File: src/rtl/pmc_pkg.sv
package pmc_pkg;

  typedef enum logic [2:0] {
    MODE_OFF  = 3'd0,
    MODE_INIT = 3'd1,
    MODE_STBY = 3'd2,
    MODE_RUN  = 3'd3,
    MODE_SAVE = 3'd4,
    MODE_HOT  = 3'd5
  } pmcMode_e;

  // control -> datapath: which windows are currently being timed
  typedef struct packed {
    logic idleRun;
    logic enLowRun;
  } pmcStrobe_t;

  // datapath -> control: closed windows and classified reset pulses
  typedef struct packed {
    logic idleDone;
    logic enLowDone;
    logic ifRstEvt;
    logic regRstEvt;
  } pmcEvent_t;

endpackage

File: src/rtl/pmc_span_timer.sv
module pmc_span_timer #(
  parameter int TICK_DIV = 50000,
  parameter int LIMIT    = 30
) (
  input  logic                         clk,
  input  logic                         rst_n,
  input  logic                         run,
  output logic [$clog2(LIMIT+1)-1:0]   ticks
);
  localparam int PW = (TICK_DIV > 1) ? $clog2(TICK_DIV) : 1;
  localparam int CW = $clog2(LIMIT + 1);

  logic [PW-1:0] preQ;

  // prescaler restarts with the window, so N ticks == N*TICK_DIV cycles
  always_ff @(posedge clk or negedge rst_n) begin
    if (!rst_n) begin
      preQ  <= '0;
      ticks <= '0;
    end else if (!run) begin
      preQ  <= '0;
      ticks <= '0;
    end else if (preQ == PW'(TICK_DIV - 1)) begin
      preQ <= '0;
      if (ticks != CW'(LIMIT)) ticks <= ticks + 1'b1;
    end else begin
      preQ <= preQ + 1'b1;
    end
  end

  assert_ticks_monotonic_R4: assert property (@(posedge clk) disable iff (!rst_n)
    (run && $past(run)) |-> (ticks >= $past(ticks)));

  assert_ticks_cleared_R6: assert property (@(posedge clk) disable iff (!rst_n)
    !run |=> (ticks == '0));

endmodule

File: src/rtl/pmc_datapath.sv
module pmc_datapath
  import pmc_pkg::*;
#(
  parameter int TICK_DIV   = 50000,
  parameter int IDLE_MS    = 30,
  parameter int ENOFF_MS   = 25,
  parameter int RST_MIN_MS = 1,
  parameter int RST_MAX_MS = 20
) (
  input  logic       clk,
  input  logic       rst_n,
  input  pmcStrobe_t strobe,
  input  logic       rstnPin,
  output pmcEvent_t  evt
);
  localparam int ICW = $clog2(IDLE_MS + 1);
  localparam int ECW = $clog2(ENOFF_MS + 1);
  localparam int PCW = $clog2(RST_MAX_MS + 1);

  logic [ICW-1:0] idleTicks;
  logic [ECW-1:0] enLowTicks;
  logic [PCW-1:0] pinTicks;
  logic           rstnPrev;
  logic           pinRelease;

  pmc_span_timer #(.TICK_DIV(TICK_DIV), .LIMIT(IDLE_MS)) u_idle (
    .clk(clk), .rst_n(rst_n), .run(strobe.idleRun), .ticks(idleTicks));

  pmc_span_timer #(.TICK_DIV(TICK_DIV), .LIMIT(ENOFF_MS)) u_enLow (
    .clk(clk), .rst_n(rst_n), .run(strobe.enLowRun), .ticks(enLowTicks));

  pmc_span_timer #(.TICK_DIV(TICK_DIV), .LIMIT(RST_MAX_MS)) u_pin (
    .clk(clk), .rst_n(rst_n), .run(!rstnPin), .ticks(pinTicks));

  always_ff @(posedge clk or negedge rst_n) begin
    if (!rst_n) rstnPrev <= 1'b1;
    else        rstnPrev <= rstnPin;
  end

  // pin timer still holds the pulse width in the first high cycle
  assign pinRelease = rstnPin && !rstnPrev;

  always_comb begin
    evt.idleDone  = (idleTicks  == ICW'(IDLE_MS));
    evt.enLowDone = (enLowTicks == ECW'(ENOFF_MS));
    evt.ifRstEvt  = pinRelease && (pinTicks >= PCW'(RST_MIN_MS))
                               && (pinTicks <  PCW'(RST_MAX_MS));
    evt.regRstEvt = pinRelease && (pinTicks == PCW'(RST_MAX_MS));
  end

  assert_release_follows_low_R10: assert property (@(posedge clk) disable iff (!rst_n)
    (evt.ifRstEvt || evt.regRstEvt) |-> $past(!rstnPin));

  assert_idle_needs_run_R4: assert property (@(posedge clk) disable iff (!rst_n)
    evt.idleDone |-> $past(strobe.idleRun));

endmodule

File: src/rtl/pmc_fsm.sv
module pmc_fsm
  import pmc_pkg::*;
(
  input  logic       clk,
  input  logic       rst_n,
  input  logic       enPin,
  input  logic       chipEn,
  input  logic       psaveEn,
  input  logic       allIdle,
  input  logic       uvlo,
  input  logic       otp,
  input  logic       busCmd,
  input  pmcEvent_t  evt,
  output pmcStrobe_t strobe,
  output pmcMode_e   stateQ,
  output logic       ifPulse,
  output logic       regPulse
);
  pmcMode_e stateD;

  assign strobe.idleRun  = (stateQ == MODE_RUN) && psaveEn && allIdle;
  assign strobe.enLowRun = !enPin && (stateQ != MODE_OFF);

  always_comb begin
    stateD = stateQ;
    if (stateQ == MODE_OFF) begin
      if (enPin) stateD = MODE_INIT;
    end else if (evt.enLowDone) begin
      stateD = MODE_OFF;
    end else if (uvlo) begin
      stateD = MODE_INIT;
    end else begin
      case (stateQ)
        MODE_INIT: if (enPin) stateD = MODE_STBY;
        MODE_STBY: begin
          if (otp)         stateD = MODE_HOT;
          else if (chipEn) stateD = MODE_RUN;
        end
        MODE_RUN: begin
          if (otp)               stateD = MODE_HOT;
          else if (!chipEn)      stateD = MODE_STBY;
          else if (evt.idleDone) stateD = MODE_SAVE;
        end
        MODE_SAVE: begin
          if (otp)         stateD = MODE_HOT;
          else if (busCmd) stateD = MODE_RUN;
        end
        MODE_HOT: if (!otp) stateD = chipEn ? MODE_RUN : MODE_STBY;
        default: stateD = MODE_OFF;
      endcase
    end
  end

  always_ff @(posedge clk or negedge rst_n) begin
    if (!rst_n) begin
      stateQ   <= MODE_OFF;
      ifPulse  <= 1'b0;
      regPulse <= 1'b0;
    end else begin
      stateQ   <= stateD;
      ifPulse  <= evt.ifRstEvt;
      regPulse <= evt.regRstEvt;
    end
  end

  assert_off_exits_to_init_R2: assert property (@(posedge clk) disable iff (!rst_n)
    (stateQ == MODE_OFF) |=> (stateQ == MODE_OFF || stateQ == MODE_INIT));

  assert_save_only_from_run_R4: assert property (@(posedge clk) disable iff (!rst_n)
    (stateQ != MODE_SAVE && stateQ != MODE_RUN) |=> (stateQ != MODE_SAVE));

  assert_hot_held_R8: assert property (@(posedge clk) disable iff (!rst_n)
    (stateQ == MODE_HOT && otp && enPin && !uvlo) |=> (stateQ == MODE_HOT));

  assert_uvlo_init_R7: assert property (@(posedge clk) disable iff (!rst_n)
    (uvlo && enPin && stateQ != MODE_OFF) |=> (stateQ == MODE_INIT));

  assert_pulses_exclusive_R11: assert property (@(posedge clk) disable iff (!rst_n)
    $onehot0({ifPulse, regPulse}));

endmodule

File: src/rtl/pwr_mode_ctrl.sv
module pwr_mode_ctrl
  import pmc_pkg::*;
#(
  parameter int TICK_DIV   = 50000,
  parameter int IDLE_MS    = 30,
  parameter int ENOFF_MS   = 25,
  parameter int RST_MIN_MS = 1,
  parameter int RST_MAX_MS = 20
) (
  input  logic       clk,
  input  logic       rst_n,
  input  logic       en_pin,
  input  logic       chip_en,
  input  logic       psave_en,
  input  logic       all_idle,
  input  logic       uvlo,
  input  logic       otp,
  input  logic       bus_cmd,
  input  logic       rstn_pin,
  output logic [2:0] mode,
  output logic       analog_pd,
  output logic       drive_en,
  output logic       if_reset,
  output logic       reg_reset
);
  pmcStrobe_t strobe;
  pmcEvent_t  evt;
  pmcMode_e   stateQ;
  logic       ifPulse;
  logic       regPulse;

  pmc_datapath #(
    .TICK_DIV(TICK_DIV), .IDLE_MS(IDLE_MS), .ENOFF_MS(ENOFF_MS),
    .RST_MIN_MS(RST_MIN_MS), .RST_MAX_MS(RST_MAX_MS)
  ) u_dp (
    .clk(clk), .rst_n(rst_n), .strobe(strobe), .rstnPin(rstn_pin), .evt(evt));

  pmc_fsm u_ctl (
    .clk(clk), .rst_n(rst_n), .enPin(en_pin), .chipEn(chip_en),
    .psaveEn(psave_en), .allIdle(all_idle), .uvlo(uvlo), .otp(otp),
    .busCmd(bus_cmd), .evt(evt), .strobe(strobe), .stateQ(stateQ),
    .ifPulse(ifPulse), .regPulse(regPulse));

  assign mode      = stateQ;
  assign analog_pd = !(stateQ == MODE_RUN || stateQ == MODE_HOT);
  assign drive_en  = (stateQ == MODE_RUN);
  assign if_reset  = ifPulse;
  assign reg_reset = regPulse || (stateQ == MODE_INIT);

endmodule

File: config.mk
export PLATFORM = sky130hd
export DESIGN_NAME = pwr_mode_ctrl
export DESIGN_NICKNAME = d
export VERILOG_FILES = /design/src/rtl/pmc_pkg.sv /design/src/rtl/pmc_span_timer.sv /design/src/rtl/pmc_datapath.sv /design/src/rtl/pmc_fsm.sv /design/src/rtl/pwr_mode_ctrl.sv
export SDC_FILE = /design/constraint.sdc
export NUM_CORES = 1
export LEC_CHECK = 0
export BUFFER_PORTS_ARGS = -buffer_cell sky130_fd_sc_hd__buf_2
export CORE_MARGIN = 2
export CORE_UTILIZATION = 60
export DETAILED_ROUTE_END_ITERATION = 8
export GPL_ROUTABILITY_DRIVEN = 1
export PLACE_DENSITY = 0.78
export SYNTH_ARGS = -nofsm -noshare
export SYNTH_HDL_FRONTEND = slang
export SYNTH_SLANG_ARGS = --single-unit
File: constraint.sdc
create_clock -name clk -period 2.2 [get_ports clk]
set_clock_uncertainty 0.2 [all_clocks]
set_input_delay 0.44 -clock clk [delete_from_list [all_inputs] [get_ports clk]]
set_output_delay 0.44 -clock clk [all_outputs]
set_load 0.02 [all_outputs]
==> flow_metrics.tcl <==
set metrics [dict create \
    status "complete, no violations" \
    syn-mean-instance-area_um2 9.91 \
    yosysUniqueCellTypes 47 \
    grt_pass1_vias 2484 \
    gp_congestion 0.771 \
    slowest_stage "dfrtp_1" \
    cts_tree "done" \
    initial_core_util 0.629 \
    cp.required_ns 1.56 \
    vdd_drop_max_mv 0.503 \
    setup_violations 0 \
    via_count 2566 \
    synth.yosys.seq_area_share 0.493 \
    clkLatencyLatePin_ns 0.34 \
    final_nets 403 \
    crit_chain "nor2b_2, and2_1, buf_2" \
    async_flop_share 1.00 \
    grt_overflow_total 0 \
    worst_slew_margin_rel 0.594 \
    diodes 0 \
    start_kind "flip-flop" \
    drive_gt1_frac 0.119 \
    r2r-start "u_dp.u_pin.preQ[12]$_DFF_PN0_" \
    power.total_uw 2810 \
    area_growth_pct 11.7 \
    hold_viol 0 \
    arrival_ns 1.45 \
    die_y_um 80.5 \
    core_area_um2 5570 \
    period_share 0.951 \
    synthTopCellsByArea "dfrtp_1 49%, nor2_1 7.5%, xor2_1 7.0%" \
    hpwl_mm 4.34 \
    cts_max_level 3 \
    wl_per_cell_um 13.7 \
    synth_edf_count 0 \
    power.leakage_uw 0.00172 \
    yosys.area.top_type_share 0.485 \
    row_count 27 \
    first_iter_violations 127 \
    cp_slowest_stage_delay_ns 0.47 \
    hold_ws_ns 0.0545 \
    postPlaceCellArea_um2 3700 \
    clk_pin_slew_ns 0.07 \
    worstReg2RegEnd "u_dp.u_pin.ticks[3]$_DFFE_PN0P_" \
    root_buffer "clkbuf_8" \
    syn-instance-count 354 \
    yosysTopAreaCell "dfrtp_1" \
    worst_pin_slew_ns 0.603 \
    ant_nets 0 \
    grt_pass1_wl_mm 10.8 \
    die_w_um 80.5 \
    drv_cap 0 \
    hold_start "rstn_pin" \
    power_density_nw_per_um2 716 \
    yosysMostFrequentCell "nor2_1" \
    worst-path-buf-inv 1 \
    rrSetupSlack_ns 0.13 \
    holdPathStages 1 \
    rsz0062_at_grt "true" \
    period_minus_slack_ns 2.09 \
    ios 17 \
    crit_family "simple AND/OR/NAND/NOR gates" \
    vias_per_cell 5.59 \
    io_buffers 16 \
    route.detailed.drc 0 \
    netlist_area_um2 3510 \
    yosys-top-cells-count "70 x nor2_1, 68 x dfrtp_1, 28 x xor2_1, 26 x nand3_1, 21 x xnor2_1" \
    design_area_um2 3920 \
    cp-end-kind "output pin" \
    synth_warnings 0 \
    dr.pass1.iters 4 \
    cts_buffer_depth 2 \
    clock_sinks 69 \
    reg2reg_depth 5 \
    path_max_fanout 8 \
    worstHoldEndpoint "u_dp.rstnPrev$_DFF_PN1_" \
    wl_mm 6.30 \
    antenna_found_initial 0 \
    timing.fmax_mhz 478 \
    holdCritPathClass "in2reg" \
    ys.flop_type "dfrtp_1" \
    crit_type "reg2out" \
    post_cts_buffers 0 \
    slew_violations 0 \
    cts_buffers 9 \
    grt_util_all_layers 0.217 \
    synth_seq_cells 69 \
    syn_nets 374 \
    dieArea_um2 6470 \
    grt_max_degree 37 \
]
[how the worst max path moves through the flow]
stage                                       endpoint  depth (start not counted)  slack (ns)                           from
finish                                      drive_en                          3        0.11    u_ctl.stateQ[1]$_DFFE_PN0P_
global route        u_dp.u_idle.ticks[1]$_DFFE_PN0P_                          6      -0.009  u_dp.u_idle.preQ[0]$_DFF_PN0_
CTS                                         drive_en                          3        0.02    u_ctl.stateQ[1]$_DFFE_PN0P_
detailed placement   u_dp.u_pin.ticks[3]$_DFFE_PN0P_                          5        0.13  u_dp.u_pin.preQ[12]$_DFF_PN0_
global placement     u_dp.u_pin.ticks[3]$_DFFE_PN0P_                          5        0.21  u_dp.u_pin.preQ[12]$_DFF_PN0_
floorplan            u_dp.u_enLow.preQ[10]$_DFF_PN0_                          6        0.18    u_ctl.stateQ[1]$_DFFE_PN0P_
[metrics by stage]
step,cells,util,worst slack [ns],TNS (ns)
after floorplan,354,-,0.175,0
after global placement,443,0.664,0.213,0
after detailed placement,443,0.664,0.129,0
after CTS,459,0.702,0.0174,0
after global routing,459,0.703,-0.00908,-0.00908
final,459,0.703,0.108,0
[layout by cell type (no fill, tap or decap), types with 2 or more instances in the layout]
cell      count
inv_1        12
o21a_1        2
nand3_1      26
a21boi_0      2
nand4_1      11
a211oi_1      2
and3_1       12
and4_1        3
and2_1        3
clkbuf_8     11
or3_1         3
buf_4         6
xnor2_1      21
nor4bb_1      4
clkinv_2      2
a21oi_1       5
nor4_1        2
nand2b_1      5
mux2i_1       4
nand2_1      14
nor4b_1       2
nor2_1       69
dfrtp_1      68
buf_2        16
nor3_1        6
nand4b_1      2
ha_1         10
nor2b_1       3
o21ai_0       8
xor2_1       28
or2_2         2
[area by class of cell]
cell class | instances | area [um2]
Sequential cell | 69 | 1730
Multi-Input combinational cell | 268 | 1720
Fill cell | 401 | 1660
Clock buffer | 11 | 151
Timing Repair Buffer | 23 | 135
Tap cell | 72 | 90.1
Clock inverter | 4 | 47.5
Inverter | 12 | 45.0
[power breakdown]
part / internal, uW / total [uW] / switching (uW)
logic: 160 / 399 / 239
registers: 1310 / 1380 / 69.8
clock network: 575 / 1030 / 455
total: 2040 / 2810 / 764
[state kept, by name, indices dropped and copies added (netlist names), 3 cells and up]
| signal | cells |
|---|---|
| u_dp.u_idle.ticks | 5 |
| u_dp.u_pin.ticks | 5 |
| u_dp.u_enLow.ticks | 5 |
| u_dp.u_enLow.preQ | 16 |
| u_ctl.stateQ | 3 |
| u_dp.u_pin.preQ | 16 |
| u_dp.u_idle.preQ | 16 |
[metal layers]
metal  up-vias  routed length, um  track usage
met2        35               2970        0.342
met1      1246               3000        0.291
met3         6                231       0.0607
li1       1279                  -            -
met4         0                 88       0.0712
met5         -                  0            0
[kinds of logic after synthesis]
kind of cell,share of synthesized area
simple gates,0.259
xor+xnor,0.122
flops,0.493
fa+ha+maj,0.0357
compound gates,0.0574
mux,0.0146
buf+inv,0.0185
[repair_timing]
| action | in CTS | in global routing |
|---|---|---|
| resized for setup | 0 | 2 |
| hold endpoints to repair | 68 | 0 |
| hold buffers | 1 | 0 |
| setup endpoints to repair | 0 | 4 |
Power figures use the tool's default switching activity.
